### src/rtl/dnm_pkg.sv
package dnm_pkg;
  localparam int FRAC_W  = 23;
  localparam int EXP_W   = 8;
  localparam int WORD_W  = 1 + EXP_W + FRAC_W;
  localparam int MANT_W  = FRAC_W + 1;
  localparam int PROD_W  = FRAC_W + MANT_W;
  localparam int POS_W   = $clog2(PROD_W);
  localparam int BIAS    = (1 << (EXP_W - 1)) - 1;
  localparam int EXPS_W  = EXP_W + 2;
  localparam int ADJ_OFS = (BIAS - 1) + 2 * FRAC_W;
  localparam int SUB_MIN = FRAC_W - 1;

  typedef enum logic [1:0] {
    ST_IDLE = 2'd0,
    ST_FIND = 2'd1,
    ST_PACK = 2'd2
  } dnm_state_e;
endpackage

### src/rtl/dnm_order.sv
module dnm_order
  import dnm_pkg::*;
(
  input  logic [WORD_W-1:0] in_a,
  input  logic [WORD_W-1:0] in_b,
  output logic [WORD_W-1:0] first,
  output logic [WORD_W-1:0] second
);
  logic swap;

  // a normal-range first word is moved to the second slot
  always_comb begin
    swap = (in_a[WORD_W-2:0] >= (WORD_W-1)'(1 << FRAC_W));
    if (swap) begin
      first  = in_b;
      second = in_a;
    end else begin
      first  = in_a;
      second = in_b;
    end
  end
endmodule

### src/rtl/dnm_lead_norm.sv
module dnm_lead_norm
  import dnm_pkg::*;
(
  input  logic [PROD_W-1:0] prod,
  output logic              found,
  output logic [POS_W-1:0]  pos,
  output logic [PROD_W-1:0] norm
);
  // Priority encoder: the highest set bit wins
  always_comb begin
    found = |prod;
    pos   = '0;
    for (int i = 0; i < PROD_W; i++) begin
      if (prod[i]) pos = POS_W'(i);
    end
    norm = prod << (POS_W'(PROD_W - 1) - pos);
  end
endmodule

### src/rtl/dnm_pack.sv
module dnm_pack
  import dnm_pkg::*;
(
  input  logic              sgn,
  input  logic              force_zero,
  input  logic              found,
  input  logic [EXP_W-1:0]  base_exp,
  input  logic [POS_W-1:0]  pos,
  input  logic [PROD_W-1:0] norm,
  output logic [WORD_W-1:0] res
);
  logic signed [EXPS_W-1:0] adj;
  logic        [EXPS_W-1:0] neg_adj;
  logic        [POS_W-1:0]  sub_sh;
  logic        [PROD_W-1:0] sub_bits;

  always_comb begin
    adj      = EXPS_W'(base_exp) + EXPS_W'(pos) - EXPS_W'(ADJ_OFS);
    neg_adj  = -adj;
    sub_sh   = POS_W'(MANT_W) + neg_adj[POS_W-1:0];
    sub_bits = norm >> sub_sh;
    if (force_zero || !found) begin
      res = {sgn, {(WORD_W-1){1'b0}}};
    end else if (adj > 0) begin
      // normal result, fraction just below the leading one
      res = {sgn, adj[EXP_W-1:0], norm[PROD_W-2 -: FRAC_W]};
    end else if (adj >= -SUB_MIN) begin
      // subnormal result
      res = {sgn, {EXP_W{1'b0}}, sub_bits[FRAC_W-1:0]};
    end else begin
      // flush
      res = {sgn, {(WORD_W-1){1'b0}}};
    end
  end
endmodule

### src/rtl/dnm_fmul.sv
module dnm_fmul
  import dnm_pkg::*;
(
  input  logic              clk,
  input  logic              rst_n,
  input  logic              start,
  input  logic [WORD_W-1:0] op_a,
  input  logic [WORD_W-1:0] op_b,
  output logic              busy,
  output logic              done,
  output logic [WORD_W-1:0] result
);
  dnm_state_e        st_q, st_d;
  logic              done_q, done_d;
  logic              load_en, find_en, pack_en;

  logic [WORD_W-1:0] first_w, second_w;
  logic [PROD_W-1:0] prod_d;
  logic              zero_d;

  logic [WORD_W-1:0] a_q, b_q;
  logic [PROD_W-1:0] prod_q;
  logic              zero_q;

  logic              found_w;
  logic [POS_W-1:0]  pos_w;
  logic [PROD_W-1:0] norm_w;
  logic              found_q;
  logic [POS_W-1:0]  pos_q;
  logic [PROD_W-1:0] norm_q;

  logic [WORD_W-1:0] res_w, res_q;

  dnm_order u_order (
    .in_a   (op_a),
    .in_b   (op_b),
    .first  (first_w),
    .second (second_w)
  );

  // zero detection and mantissa product
  always_comb begin
    zero_d = (second_w[WORD_W-2:0] < (WORD_W-1)'(1 << FRAC_W)) ||
             (first_w[WORD_W-2:0] == '0);
    prod_d = PROD_W'(first_w[FRAC_W-1:0]) * PROD_W'({1'b1, second_w[FRAC_W-1:0]});
  end

  dnm_lead_norm u_lead (
    .prod  (prod_q),
    .found (found_w),
    .pos   (pos_w),
    .norm  (norm_w)
  );

  dnm_pack u_pack (
    .sgn        (a_q[WORD_W-1] ^ b_q[WORD_W-1]),
    .force_zero (zero_q),
    .found      (found_q),
    .base_exp   (b_q[WORD_W-2 -: EXP_W]),
    .pos        (pos_q),
    .norm       (norm_q),
    .res        (res_w)
  );

  // Next-state logic
  always_comb begin
    st_d    = st_q;
    load_en = 1'b0;
    find_en = 1'b0;
    pack_en = 1'b0;
    done_d  = 1'b0;
    unique case (st_q)
      ST_IDLE: if (start) begin
        load_en = 1'b1;
        st_d    = ST_FIND;
      end
      ST_FIND: begin
        find_en = 1'b1;
        st_d    = ST_PACK;
      end
      ST_PACK: begin
        pack_en = 1'b1;
        done_d  = 1'b1;
        st_d    = ST_IDLE;
      end
      default: st_d = ST_IDLE;
    endcase
  end

  // Control registers
  always_ff @(posedge clk or negedge rst_n) begin
    if (!rst_n) begin
      st_q   <= ST_IDLE;
      done_q <= 1'b0;
    end else begin
      st_q   <= st_d;
      done_q <= done_d;
    end
  end

  // Datapath registers with explicit enables
  always_ff @(posedge clk) begin
    if (load_en) begin
      a_q    <= first_w;
      b_q    <= second_w;
      prod_q <= prod_d;
      zero_q <= zero_d;
    end
    if (find_en) begin
      found_q <= found_w;
      pos_q   <= pos_w;
      norm_q  <= norm_w;
    end
    if (pack_en) begin
      res_q <= res_w;
    end
  end

  assign busy   = (st_q != ST_IDLE);
  assign done   = done_q;
  assign result = res_q;

  a_r9_done_single: assert property (@(posedge clk) disable iff (!rst_n)
    done |=> !done);

  a_r9_done_latency: assert property (@(posedge clk) disable iff (!rst_n)
    done |-> ($past(busy, 1) && $past(busy, 2)));

  a_r10_ops_frozen: assert property (@(posedge clk) disable iff (!rst_n)
    busy |=> ($stable(a_q) && $stable(b_q)));

  a_r7_sign_bit: assert property (@(posedge clk) disable iff (!rst_n)
    done |-> (result[WORD_W-1] == (a_q[WORD_W-1] ^ b_q[WORD_W-1])));

  a_r1_zero_mag: assert property (@(posedge clk) disable iff (!rst_n)
    (done && zero_q) |-> (result[WORD_W-2:0] == '0));
endmodule

### config.mk
export PLATFORM = sky130hd
export DESIGN_NAME = dnm_fmul
export DESIGN_NICKNAME = d
export VERILOG_FILES = /design/src/rtl/dnm_pkg.sv /design/src/rtl/dnm_order.sv /design/src/rtl/dnm_lead_norm.sv /design/src/rtl/dnm_pack.sv /design/src/rtl/dnm_fmul.sv
export SDC_FILE = /design/constraint.sdc
export NUM_CORES = 2
export LEC_CHECK = 0
export BUFFER_PORTS_ARGS = -buffer_cell sky130_fd_sc_hd__buf_4
export CELL_PAD_IN_SITES_DETAIL_PLACEMENT = 0
export CELL_PAD_IN_SITES_GLOBAL_PLACEMENT = 2
export CORE_MARGIN = 2
export CORE_UTILIZATION = 35
export CTS_CLUSTER_SIZE = 40
export DETAILED_ROUTE_END_ITERATION = 12
export GPL_TIMING_DRIVEN = 0
export PLACE_DENSITY_LB_ADDON = 0.1
export SYNTH_ARGS = -nofsm -noshare
export SYNTH_HDL_FRONTEND = slang
export SYNTH_SLANG_ARGS = --single-unit
### constraint.sdc
create_clock -name clk -period 8.6 [get_ports clk]
set_input_delay 0.43 -clock clk [delete_from_list [all_inputs] [get_ports clk]]
set_output_delay 0.43 -clock clk [all_outputs]
set_load 0.1 [all_outputs]
==> impl_metrics.env <==
export IMPL_wirelength_um=121000
export IMPL_r2r_setup_slack_ns=2.33
export IMPL_grt_pass1_vias=25963
export IMPL_track_usage_pct=28.4
export IMPL_fin_util_pct=43.0
export IMPL_drv_slew=0
export IMPL_yosysSeqAreaShare_pct=15.1
export IMPL_die_w_um=293
export IMPL_holdPathEnd="st_q[0]"
export IMPL_die_h_um=293
export IMPL_clkLatencyLatePin_ns=0.47
export IMPL_critical_path_endpoint_type="flop"
export IMPL_violations="negative setup slack"
export IMPL_dieArea_um2=85800
export IMPL_use_met2_pct=50.5
export IMPL_critPathLaunchType="input port"
export IMPL_cts_tree="yes"
export IMPL_crit_slowest_cell="fa_1"
export IMPL_areaGrowthSynthToFinish_pct=21.3
export IMPL_row_count=105
export IMPL_initial_core_util_pct=35.5
export IMPL_path_class="in2reg"
export IMPL_r2r_start="pos_q[0]"
export IMPL_hpwlAfterDp_um=97300
export IMPL_layout_common_cells="520 x inv_1, 493 x nand2_1, 446 x fa_1, 243 x nor2_1, 224 x buf_4"
export IMPL_ant_nets=0
export IMPL_layout_setup_ws_ns=-0.112
export IMPL_top_usage_layer="met2"
export IMPL_drtPass1Iterations=7
export IMPL_rsz0062_at_grt="yes"
export IMPL_finalCritPeriodShare_pct=101
export IMPL_synth_net_count=3839
export IMPL_hold_violations=0
export IMPL_root_buffer="clkbuf_16"
export IMPL_synth_area_um2=29200
export IMPL_htreeDepth=4
export IMPL_postSynthAreaPerCell_um2=9.36
export IMPL_ys_flop_type="edfxtp_1"
export IMPL_timing_fmax_mhz=115
export IMPL_synthArstFlopShare_pct=2.04
export IMPL_cp_max_fo=6
export IMPL_core_area_um2=82400
export IMPL_worstPathArrival_ns=8.91
export IMPL_grt_util_met3_pct=2.27
export IMPL_wl_per_cell_um=27.0
export IMPL_reg2reg_depth=17
export IMPL_worst_slew_pin_slew_ns=1.40
export IMPL_vias=24245
export IMPL_drcViolationCount=0
export IMPL_ys_warn_count=0
export IMPL_clkSlewWorstSetupHoldPaths_ns=0.07
export IMPL_relSlewSlack_pct=6.30
export IMPL_overflow=0
export IMPL_numPortBuffers=100
export IMPL_cp_required_ns=8.80
export IMPL_synthCells=3123
export IMPL_min_from="start"
export IMPL_fillers=8091
export IMPL_fin_nets=4119
export IMPL_antenna_found_initial=2
export IMPL_r2r_end="result[5]"
export IMPL_grt_max_degree=33
export IMPL_pre_cts_ws_ns=-3.27
export IMPL_whs_path_depth=3
export IMPL_status="finished, violations left"
export IMPL_grt_pass1_wl_um=178000
export IMPL_crit_top_cell="fa_1"
export IMPL_finClkSkew_ns=0.0221
export IMPL_max_stage_delay_ns=0.56
export IMPL_fin_setup_tns_ns=-0.222
export IMPL_met1_usage_pct=35.4
export IMPL_place_congestion=0.948
export IMPL_min_path_type="in2reg"
export IMPL_drv_cap=0
export IMPL_cts_sinks=147
export IMPL_final_layout_size_suffix_gt1_share_pct=19.6
export IMPL_clk_path_buf_depth=2
export IMPL_cts_buffers=17
export IMPL_synth_cell_types=95
export IMPL_finalCriticalPeriod_ns=8.71
export IMPL_setup_viol=2
export IMPL_synth_ff_latch_count=147
export IMPL_ios=101
export IMPL_synth_edf_count=144
export IMPL_vias_per_cell=5.40
export IMPL_drt_initial_drc_count=1478
export IMPL_layout_commonest_cell="inv_1"
area by class of cell:
cell class | instances | area (um2) | area share (%)
Timing Repair Buffer | 266 | 2520 | 7.11
Inverter | 535 | 2020 | 5.70
Buffer | 153 | 1480 | 4.17
Multi-Input combinational cell | 2283 | 23100 | 65.2
Antenna cell | 1 | 2.50 | 0.00706
Clock buffer | 17 | 425 | 1.20
Tap cell | 1070 | 1340 | 3.78
Sequential cell | 147 | 4400 | 12.4
Clock inverter | 15 | 169 | 0.477
Yosys cell counts (4+ instances only):
library cell | instances | area (um2)
and2_1 | 46 | 288
a221oi_1 | 4 | 35.0
mux2_2 | 47 | 529
inv_1 | 532 | 2000
nor4_1 | 22 | 138
mux4_1 | 17 | 447
edfxtp_1 | 144 | 4320
fa_1 | 460 | 9210
o31ai_1 | 11 | 82.6
a22o_1 | 8 | 70.1
o22a_1 | 5 | 43.8
a21o_1 | 36 | 270
a31o_2 | 4 | 35.0
nor2_1 | 246 | 923
nand3_1 | 34 | 170
mux4_2 | 55 | 1240
ha_1 | 189 | 2360
a211oi_1 | 16 | 120
or4_1 | 4 | 30.0
or3_1 | 9 | 56.3
mux2i_1 | 97 | 971
nand2_1 | 506 | 1900
nor2b_1 | 29 | 181
clkbuf_1 | 105 | 394
xnor2_1 | 44 | 385
o21ai_1 | 6 | 30.0
buf_1 | 17 | 63.8
nand4_1 | 5 | 31.3
nor3_1 | 21 | 105
or2_2 | 7 | 43.8
xor2_1 | 20 | 175
and3_1 | 11 | 68.8
a21oi_1 | 88 | 440
a31oi_1 | 12 | 75.1
buf_2 | 21 | 105
o22ai_1 | 27 | 169
o21bai_1 | 13 | 97.6
buf_6 | 8 | 90.1
o21ai_0 | 89 | 445
nand2b_1 | 8 | 50.1
o211ai_1 | 10 | 75.1
o21a_1 | 7 | 52.6
o221ai_1 | 5 | 43.8
a21boi_0 | 5 | 37.5
how the worst max path moves through the flow:
stage                            end      from  depth (start not counted)
after floorplan           prod_q[46]  op_a[26]                         32
after global placement    prod_q[46]  op_a[26]                         33
after detailed placement  prod_q[46]  op_a[26]                         32
after CTS                 prod_q[46]  op_a[30]                         33
after global routing      prod_q[44]  op_a[30]                         36
final                     prod_q[44]  op_a[30]                         36
registers in the layout, summed over array words and instances, names as in the netlist:
register	count
b_q	9
zero_q	1
found_q	1
result	32
prod_q	47
done	1
a_q	1
st_q	2
norm_q	47
pos_q	6
through the flow:
stage,area [um2],hold slack (ns),cells
floorplan,29300,0.134,3123
global placement,31400,0.220,4293
detailed placement,31500,0.224,4299
CTS,35100,0.227,4468
global route,35400,0.243,4486
finish,35400,0.252,4487
routing by layer:
metal | wire (um) | up-vias
met2 | 61000 | 801
met1 | 49600 | 12485
met3 | 4790 | 208
met4 | 5600 | 4
li1 | - | 10747
met5 | 22 | -
worst max-delay path, delay by kind of cell:
| family | cells | cell delay [ns] |
|---|---|---|
| compound gates | 7 | 1.16 |
| xor+xnor | 1 | 0.15 |
| fa+ha+maj | 8 | 3.81 |
| buf+inv | 12 | 1.26 |
| mux | 1 | 0.21 |
| simple gates | 7 | 1.82 |
cells by family (layout without fill, tap and decap cells):
| logic type | after synthesis | count (layout) | synth area share (%) |
|---|---|---|---|
| AOI/OAI and AO/OA | 386 | 386 | 8.75 |
| other | 0 | 1 | 0 |
| adders and majority gates | 650 | 650 | 39.6 |
| muxes | 218 | 218 | 11.0 |
| and+or+nand+nor | 963 | 963 | 14.1 |
| xor gates and xnor gates | 66 | 66 | 2.07 |
| buffers and inverters | 693 | 986 | 9.40 |
| DFF | 147 | 147 | 15.1 |
what timing repair did:
| action | in CTS | in global routing |
|---|---|---|
| pin swaps | 74 | 61 |
| setup buffers | 133 | 21 |
| cloned | 4 | 1 |
| hold endpoints to repair | 3 | 0 |
| hold buffers | 1 | 0 |
| gates resized for setup | 372 | 61 |
| endpoints found under the setup margin | 36 | 19 |
Power is not shown: default switching activity piles up to over one toggle a cycle in this logic, so the estimate is an artifact.
